### config.mk
export PLATFORM = sky130hd
export DESIGN_NAME = spi_hd_master
export DESIGN_NICKNAME = d
export VERILOG_FILES = /design/src/rtl/spi_hd_pkg.sv /design/src/rtl/spi_hd_ctrl.sv /design/src/rtl/spi_hd_dpath.sv /design/src/rtl/spi_hd_master.sv
export SDC_FILE = /design/constraint.sdc
export NUM_CORES = 1
export LEC_CHECK = 0
export ABC_AREA = 1
export BUFFER_PORTS_ARGS = -buffer_cell sky130_fd_sc_hd__buf_2
export CAP_MARGIN = 20
export CORE_ASPECT_RATIO = 0.75
export CORE_MARGIN = 3
export CORE_UTILIZATION = 35
export CTS_CLUSTER_SIZE = 30
export DETAILED_ROUTE_END_ITERATION = 7
export HOLD_SLACK_MARGIN = 0.05
export PLACE_DENSITY = 0.51
export SYNTH_ARGS = -nofsm -noshare
export SYNTH_HDL_FRONTEND = slang
export SYNTH_SLANG_ARGS = --single-unit
### constraint.sdc
create_clock -name clk -period 7.83 [get_ports clk]
set_input_delay 0.3915 -clock clk [delete_from_list [all_inputs] [get_ports clk]]
set_output_delay 0.3915 -clock clk [all_outputs]
set_load 0.02 [all_outputs]
### src/rtl/spi_hd_pkg.sv
package spi_hd_pkg;
  localparam int MAX_W = 16;
  localparam int POS_W = $clog2(MAX_W);

  typedef enum logic [1:0] {ST_IDLE, ST_SHIFT, ST_FINISH} state_t;

  // strobes from control to datapath
  typedef struct packed {
    logic             load;    // begin a word
    logic             sample;  // capture MISO now
    logic             push;    // store received word
    logic             active;  // word in progress
    logic [POS_W-1:0] inPos;   // bit position for capture
    logic [POS_W-1:0] outPos;  // bit position on MOSI
  } strobe_t;
endpackage

### src/rtl/spi_hd_ctrl.sv
module spi_hd_ctrl
  import spi_hd_pkg::*;
#(
  parameter int DIV_W = 8,
  parameter int CNT_W = 8,
  parameter int TO_W  = 16
) (
  input  logic             clk,
  input  logic             rstN,
  input  logic             cpol,
  input  logic             cpha,
  input  logic             dirRx,
  input  logic [POS_W-1:0] wordLen,
  input  logic             lsbFirst,
  input  logic [DIV_W-1:0] divHalf,
  input  logic [CNT_W-1:0] rxWords,
  input  logic             start,
  input  logic [TO_W-1:0]  timeoutVal,
  input  logic             slaveBusy,
  input  logic             fifoEmpty,
  input  logic             fifoFull,
  input  logic             popReq,
  output logic             sck,
  output logic             timeoutIrq,
  output strobe_t          stb
);
  localparam int EW = POS_W + 2;

  state_t           state;
  logic             busyS1, busyS2;
  logic [DIV_W-1:0] halfCnt, divEff;
  logic [EW-1:0]    edgeCnt, edgeM1;
  logic [CNT_W-1:0] rxLeft;
  logic [TO_W-1:0]  toCnt;
  logic             tick, lastEdge, go, wantTx, wantRx, activity;
  logic [POS_W-1:0] inK, outK;

  function automatic logic [POS_W-1:0] mapPos(input logic [POS_W-1:0] k,
                                               input logic lsb,
                                               input logic [POS_W-1:0] len);
    return lsb ? k : len - k;
  endfunction

  always_comb begin
    divEff   = (divHalf == '0) ? DIV_W'(1) : divHalf;
    tick     = (state == ST_SHIFT) && (halfCnt == '0);
    lastEdge = edgeCnt == {1'b0, wordLen, 1'b1};
    wantTx   = !dirRx && !fifoEmpty;
    wantRx   = dirRx && (rxLeft != '0) && !fifoFull;
    go       = (state == ST_IDLE) && !busyS2 && (wantTx || wantRx);
    edgeM1   = edgeCnt - 1'b1;
    inK      = edgeCnt[POS_W:1];
    outK     = cpha ? ((edgeCnt == '0) ? '0 : edgeM1[POS_W:1]) : edgeCnt[POS_W:1];
    stb.load   = go;
    stb.sample = tick && (edgeCnt[0] == cpha);
    stb.push   = (state == ST_FINISH) && dirRx;
    stb.active = state != ST_IDLE;
    stb.inPos  = mapPos(inK, lsbFirst, wordLen);
    stb.outPos = mapPos(outK, lsbFirst, wordLen);
    activity   = stb.push || tick || (popReq && dirRx && !fifoEmpty);
  end

  always_ff @(posedge clk or negedge rstN) begin
    if (!rstN) begin
      busyS1 <= 1'b0;
      busyS2 <= 1'b0;
    end else begin
      busyS1 <= slaveBusy;
      busyS2 <= busyS1;
    end
  end

  always_ff @(posedge clk or negedge rstN) begin
    if (!rstN) begin
      state   <= ST_IDLE;
      sck     <= 1'b0;
      halfCnt <= '0;
      edgeCnt <= '0;
    end else begin
      case (state)
        ST_IDLE: begin
          sck     <= cpol;
          edgeCnt <= '0;
          if (go) begin
            state   <= ST_SHIFT;
            halfCnt <= divEff - 1'b1;
          end
        end
        ST_SHIFT: begin
          if (tick) begin
            sck     <= ~sck;
            edgeCnt <= edgeCnt + 1'b1;
            halfCnt <= divEff - 1'b1;
            if (lastEdge) state <= ST_FINISH;
          end else begin
            halfCnt <= halfCnt - 1'b1;
          end
        end
        default: state <= ST_IDLE;
      endcase
    end
  end

  always_ff @(posedge clk or negedge rstN) begin
    if (!rstN) rxLeft <= '0;
    else if (start) rxLeft <= rxWords;
    else if (go && dirRx) rxLeft <= rxLeft - 1'b1;
  end

  always_ff @(posedge clk or negedge rstN) begin
    if (!rstN) begin
      toCnt      <= '0;
      timeoutIrq <= 1'b0;
    end else begin
      if (!dirRx || fifoEmpty || activity) toCnt <= '0;
      else if (toCnt != timeoutVal) toCnt <= toCnt + 1'b1;
      if (fifoEmpty) timeoutIrq <= 1'b0;
      else if (dirRx && (timeoutVal != '0) && (toCnt == timeoutVal)) timeoutIrq <= 1'b1;
    end
  end
endmodule

### src/rtl/spi_hd_dpath.sv
module spi_hd_dpath
  import spi_hd_pkg::*;
#(
  parameter int DEPTH = 64
) (
  input  logic             clk,
  input  logic             rstN,
  input  logic             dirRx,
  input  logic             pushValid,
  input  logic [MAX_W-1:0] pushData,
  input  logic             popReq,
  input  strobe_t          stb,
  input  logic             miso,
  output logic             full,
  output logic             empty,
  output logic [MAX_W-1:0] popData,
  output logic             mosi
);
  localparam int AW = $clog2(DEPTH);

  logic [MAX_W-1:0] mem [DEPTH];
  logic [AW-1:0]    wrPtr, rdPtr;
  logic [AW:0]      count;
  logic [MAX_W-1:0] txWord, rxWord, wrData;
  logic             wrEn, rdEn;

  always_comb begin
    full    = count == (AW+1)'(DEPTH);
    empty   = count == '0;
    wrEn    = (dirRx ? stb.push : pushValid) && !full;
    rdEn    = (dirRx ? popReq : stb.load) && !empty;
    wrData  = dirRx ? rxWord : pushData;
    popData = mem[rdPtr];
    mosi    = (!dirRx && stb.active) ? txWord[stb.outPos] : 1'b0;
  end

  always_ff @(posedge clk) begin
    if (wrEn) mem[wrPtr] <= wrData;
  end

  always_ff @(posedge clk or negedge rstN) begin
    if (!rstN) begin
      wrPtr <= '0;
      rdPtr <= '0;
      count <= '0;
    end else begin
      if (wrEn) wrPtr <= wrPtr + 1'b1;
      if (rdEn) rdPtr <= rdPtr + 1'b1;
      case ({wrEn, rdEn})
        2'b10:   count <= count + 1'b1;
        2'b01:   count <= count - 1'b1;
        default: count <= count;
      endcase
    end
  end

  always_ff @(posedge clk or negedge rstN) begin
    if (!rstN) begin
      txWord <= '0;
      rxWord <= '0;
    end else begin
      if (stb.load && !dirRx) txWord <= mem[rdPtr];
      if (stb.load && dirRx) rxWord <= '0;
      else if (stb.sample && dirRx) rxWord[stb.inPos] <= miso;
    end
  end
endmodule

### src/rtl/spi_hd_master.sv
module spi_hd_master
  import spi_hd_pkg::*;
#(
  parameter int DEPTH = 64,
  parameter int DIV_W = 8,
  parameter int CNT_W = 8,
  parameter int TO_W  = 16
) (
  input  logic             clk,
  input  logic             rstN,
  input  logic             cpol,
  input  logic             cpha,
  input  logic             dirRx,
  input  logic [POS_W-1:0] wordLen,
  input  logic             lsbFirst,
  input  logic [DIV_W-1:0] divHalf,
  input  logic [CNT_W-1:0] rxWords,
  input  logic             start,
  input  logic [TO_W-1:0]  timeoutVal,
  input  logic             pushValid,
  input  logic [MAX_W-1:0] pushData,
  output logic             full,
  input  logic             popReq,
  output logic [MAX_W-1:0] popData,
  output logic             empty,
  output logic             sck,
  output logic             mosi,
  input  logic             miso,
  input  logic             slaveBusy,
  output logic             active,
  output logic             timeoutIrq
);
  strobe_t stb;

  spi_hd_ctrl #(.DIV_W(DIV_W), .CNT_W(CNT_W), .TO_W(TO_W)) u_ctrl (
    .clk(clk), .rstN(rstN), .cpol(cpol), .cpha(cpha), .dirRx(dirRx),
    .wordLen(wordLen), .lsbFirst(lsbFirst), .divHalf(divHalf),
    .rxWords(rxWords), .start(start), .timeoutVal(timeoutVal),
    .slaveBusy(slaveBusy), .fifoEmpty(empty), .fifoFull(full),
    .popReq(popReq), .sck(sck), .timeoutIrq(timeoutIrq), .stb(stb)
  );

  spi_hd_dpath #(.DEPTH(DEPTH)) u_dpath (
    .clk(clk), .rstN(rstN), .dirRx(dirRx), .pushValid(pushValid),
    .pushData(pushData), .popReq(popReq), .stb(stb), .miso(miso),
    .full(full), .empty(empty), .popData(popData), .mosi(mosi)
  );

  assign active = stb.active;
endmodule

==> reports/metrics.yaml <==
synthesis:
  async_flop_share: 0.08490
  synth_xor_area_frac: 0.009624
  ys.flop_type: "edfxtp_1"
  synth_nets: 3996
  synth.most_common_cell: "edfxtp_1"
  synth_edf_count: 1024
  synth_top_area_frac: 0.6625
  ys_types: 37
  synth_warnings: 0
  syn_inst: 3910
  syn_area_sq_mm: 0.04641
  yosys.area_share.simple: 0.1270
  synth_area_leader_cell: "edfxtp_1"
  synth_area_leaders: "edfxtp_1, nor2_1, o21ai_0"
  synth_compound_area_frac: 0.1105
  ys_seq_area_frac: 0.7137
  ys_seq_elements: 1119
  synth_area_per_cell_sq_um: 11.87
  synth.area.mux_share: 0.0002426
  synthAdderAreaFrac: 0.006686
  synthTopCellsByCount: "edfxtp_1, nor2_1, o21ai_0, nand2_1, nand3_1"
  synth_top_family_by_area: "simple AND/OR/NAND/NOR gates"
timing:
  slew_violations: 0
  finalCritPeriodShare: 0.6005
  grt_setup_unrepaired: "false"
  setup_viol: 0
  fin_tns_setup_ns: 0
  slew_headroom: 0.2620
  layout_min_cycle_time_ns: 4.702
  timing.hold.ws_ns: 0.1033
  finalHoldViolCount: 0
  clock.fmax_ghz: 0.2127
  worst_pin_slew_ns: 1.103
  finClkSkew_ns: 0.03232
job:
  maxCapViolCount: 0
clocking:
  ctsResizeCount: 0
  clk_latency_ns: 0.73
  cts_tree: "built"
  numClockSinks: 1119
  clockRootBuffer: "clkbuf_16"
  numCtsBuffers: 109
  clk_path_buf_depth: 3
  cts_setup_buffers: 0
  htreeDepth: 3
  path_clk_slew_ns: 0.06
detailed_routing:
  wire_per_inst_um: 23.36
  drt_iter0_markers: 3669
  drc_errors: 0
  dr_total_vias: 30990
  vias_per_cell: 5.299
  wirelength_mm: 136.6
  ant_nets: 0
  first_pass_iters: 6
critical_path:
  reg2reg_setup_slack_ns: 4.23
  start_kind: "flop"
  worstSetupEndpointType: "primary output"
  path_class: "reg2out"
  worstPathMaxFanout: 151
  crit_arrival_ns: 4.31
  r2r_end: "u_dpath.txWord[14]$_DFFE_PN0P_"
  rr_worst_depth: 10
  required_ns: 7.44
  reg2reg_from: "u_dpath.rdPtr[0]$_DFFE_PN0P_"
floorplan:
  die_y_um: 321.4
  boundaryPins: 85
  die_w_um: 426.5
  core_sq_mm: 0.1314
  num_rows: 115
  die-area_sq_mm: 0.1371
  start_util: 0.3533
global_routing:
  grt-ovfl-total: 0
  grt_pass1_wl_mm: 199.3
  first_global_vias: 28570
  grt_max_degree: 161
  antenna_found_initial: 1
  grtUsageTotal: 0.1951
run_status:
  outcome: "completed"
finish:
  drive_gt1_frac: 0.09653
  final_nets: 4085
  final_util: 0.4012
  syn_to_final_growth_pct: 13.56
min_path:
  hold_depth: 5
  holdPathEnd: "u_ctrl.halfCnt[7]$_DFFE_PN0P_"
  hp-start: "divHalf[6]"
  hp-class: "in2reg"
placement:
  io_buffer_count: 84
  place.gp.congestion: 0.8394
  hpwlAfterDp_mm: 78.25
power_and_ir_drop:
  leakagePower_nw: 17.95
  power.density_mw_per_mm2: 351.9
  peakVddDrop_uv: 274.2
-- registers in the layout, indices dropped and copies added (netlist names) --
register           cells
u_dpath.rxWord        16
u_ctrl.busyS2          1
u_ctrl.busyS1          1
u_ctrl.rxLeft          8
u_ctrl.edgeCnt         6
u_ctrl.timeoutIrq      1
u_ctrl.toCnt          16
u_dpath.count          7
u_dpath.txWord        16
u_dpath.rdPtr          6
u_ctrl.halfCnt         8
u_dpath.wrPtr          6
u_ctrl.sck             1
u_ctrl.state           2
u_dpath.mem         1024
-- worst max-delay path, stage by stage, from the launching register on --
cell and delay [ns]:
dfrtp_4 0.51, buf_12 0.54, buf_4 0.73, o21ai_0 0.20, o211ai_1 0.38, nand3_1 0.23
nand2_1 0.24, nand3_1 0.17, nand2_1 0.20, buf_2 0.19
-- cells by family (layout without fill, tap and decap cells) --
kind of cell | after synthesis | count (layout)
multiplexers | 1 | 1
AND/OR/NAND/NOR | 1455 | 1455
adder cells (fa/ha/maj) | 23 | 23
AO/OA/AOI/OAI | 927 | 927
XOR/XNOR | 51 | 51
flip-flops | 1119 | 1119
buffers and inverters | 334 | 516
other | 0 | 1
-- where the power goes --
part / switching, W / internal [W] / leakage, nW
combinational: 0.00465 / 0.00158 / 5.60
clock: 0.00232 / 0.00304 / 1.77
sequential: 0.000215 / 0.00673 / 10.6
total: 0.00719 / 0.0114 / 18.0
-- metrics by stage --
stage          total power (W)  setup slack, ns  instance area [sq um]  std cells
6_report               0.01855            3.128                  52710       5848
3_5_place_dp           0.01326            3.889                  48900       5624
4_1_cts                0.01863            3.108                  52690       5846
3_3_place_gp           0.01325            3.876                  48900       5624
5_1_grt                0.01945            2.900                  52700       5847
2_1_floorplan          0.01089            4.599                  46410       3910
-- per-layer routing --
| layer | track usage | vias to the layer above | share of wire |
|---|---|---|---|
| met4 | 0.04018 | 0 | 0.018 |
| li1 | - | 14300 | - |
| met1 | 0.3044 | 15510 | 0.48 |
| met2 | 0.2791 | 1028 | 0.43 |
| met5 | 0 | - | 0 |
| met3 | 0.03926 | 153 | 0.075 |
-- placed cells by master, fill, tap and decap left out, types with 92 or more instances in the layout --
| cell type | n |
|---|---|
| buf_4 | 104 |
| clkbuf_16 | 109 |
| dfrtp_1 | 92 |
| edfxtp_1 | 1024 |
| inv_1 | 92 |
| nand2_1 | 321 |
| nand3_1 | 230 |
| nor2_1 | 829 |
| o211ai_1 | 137 |
| o21ai_0 | 519 |
| o22ai_1 | 96 |
-- worst max path at each step --
stage | from | to | slack, ns | cells past startpoint
after floorplan | u_dpath.count[0]$_DFFE_PN0P_ | u_dpath.mem[7][0]$_DFFE_PP_ | 4.60 | 8
after global placement | u_dpath.rdPtr[0]$_DFFE_PN0P_ | popData[13] | 3.88 | 11
after detailed placement | u_dpath.rdPtr[0]$_DFFE_PN0P_ | popData[9] | 3.89 | 9
after CTS | u_dpath.rdPtr[0]$_DFFE_PN0P_ | popData[9] | 3.11 | 9
after global routing | u_dpath.rdPtr[0]$_DFFE_PN0P_ | popData[2] | 2.90 | 11
final | u_dpath.rdPtr[0]$_DFFE_PN0P_ | popData[14] | 3.13 | 9
-- area by class of cell --
cell class / count / area, sq um
well taps: 1755 / 2196
repair buffers: 211 / 1491
multi-input cells: 2457 / 11880
diodes: 1 / 2.502
flip-flops and latches: 1119 / 33140
clock inverters: 75 / 790.8
fillers: 12450 / 78660
inverters: 101 / 390.4
clock buffers: 129 / 2823
-- what timing repair did --
action / CTS / global route
endpoints found under the hold margin: 39 / 0
endpoints found under the setup margin: 0 / 0
hold buffers: 18 / 0
Note: power is estimated with default switching activity, not from simulation.
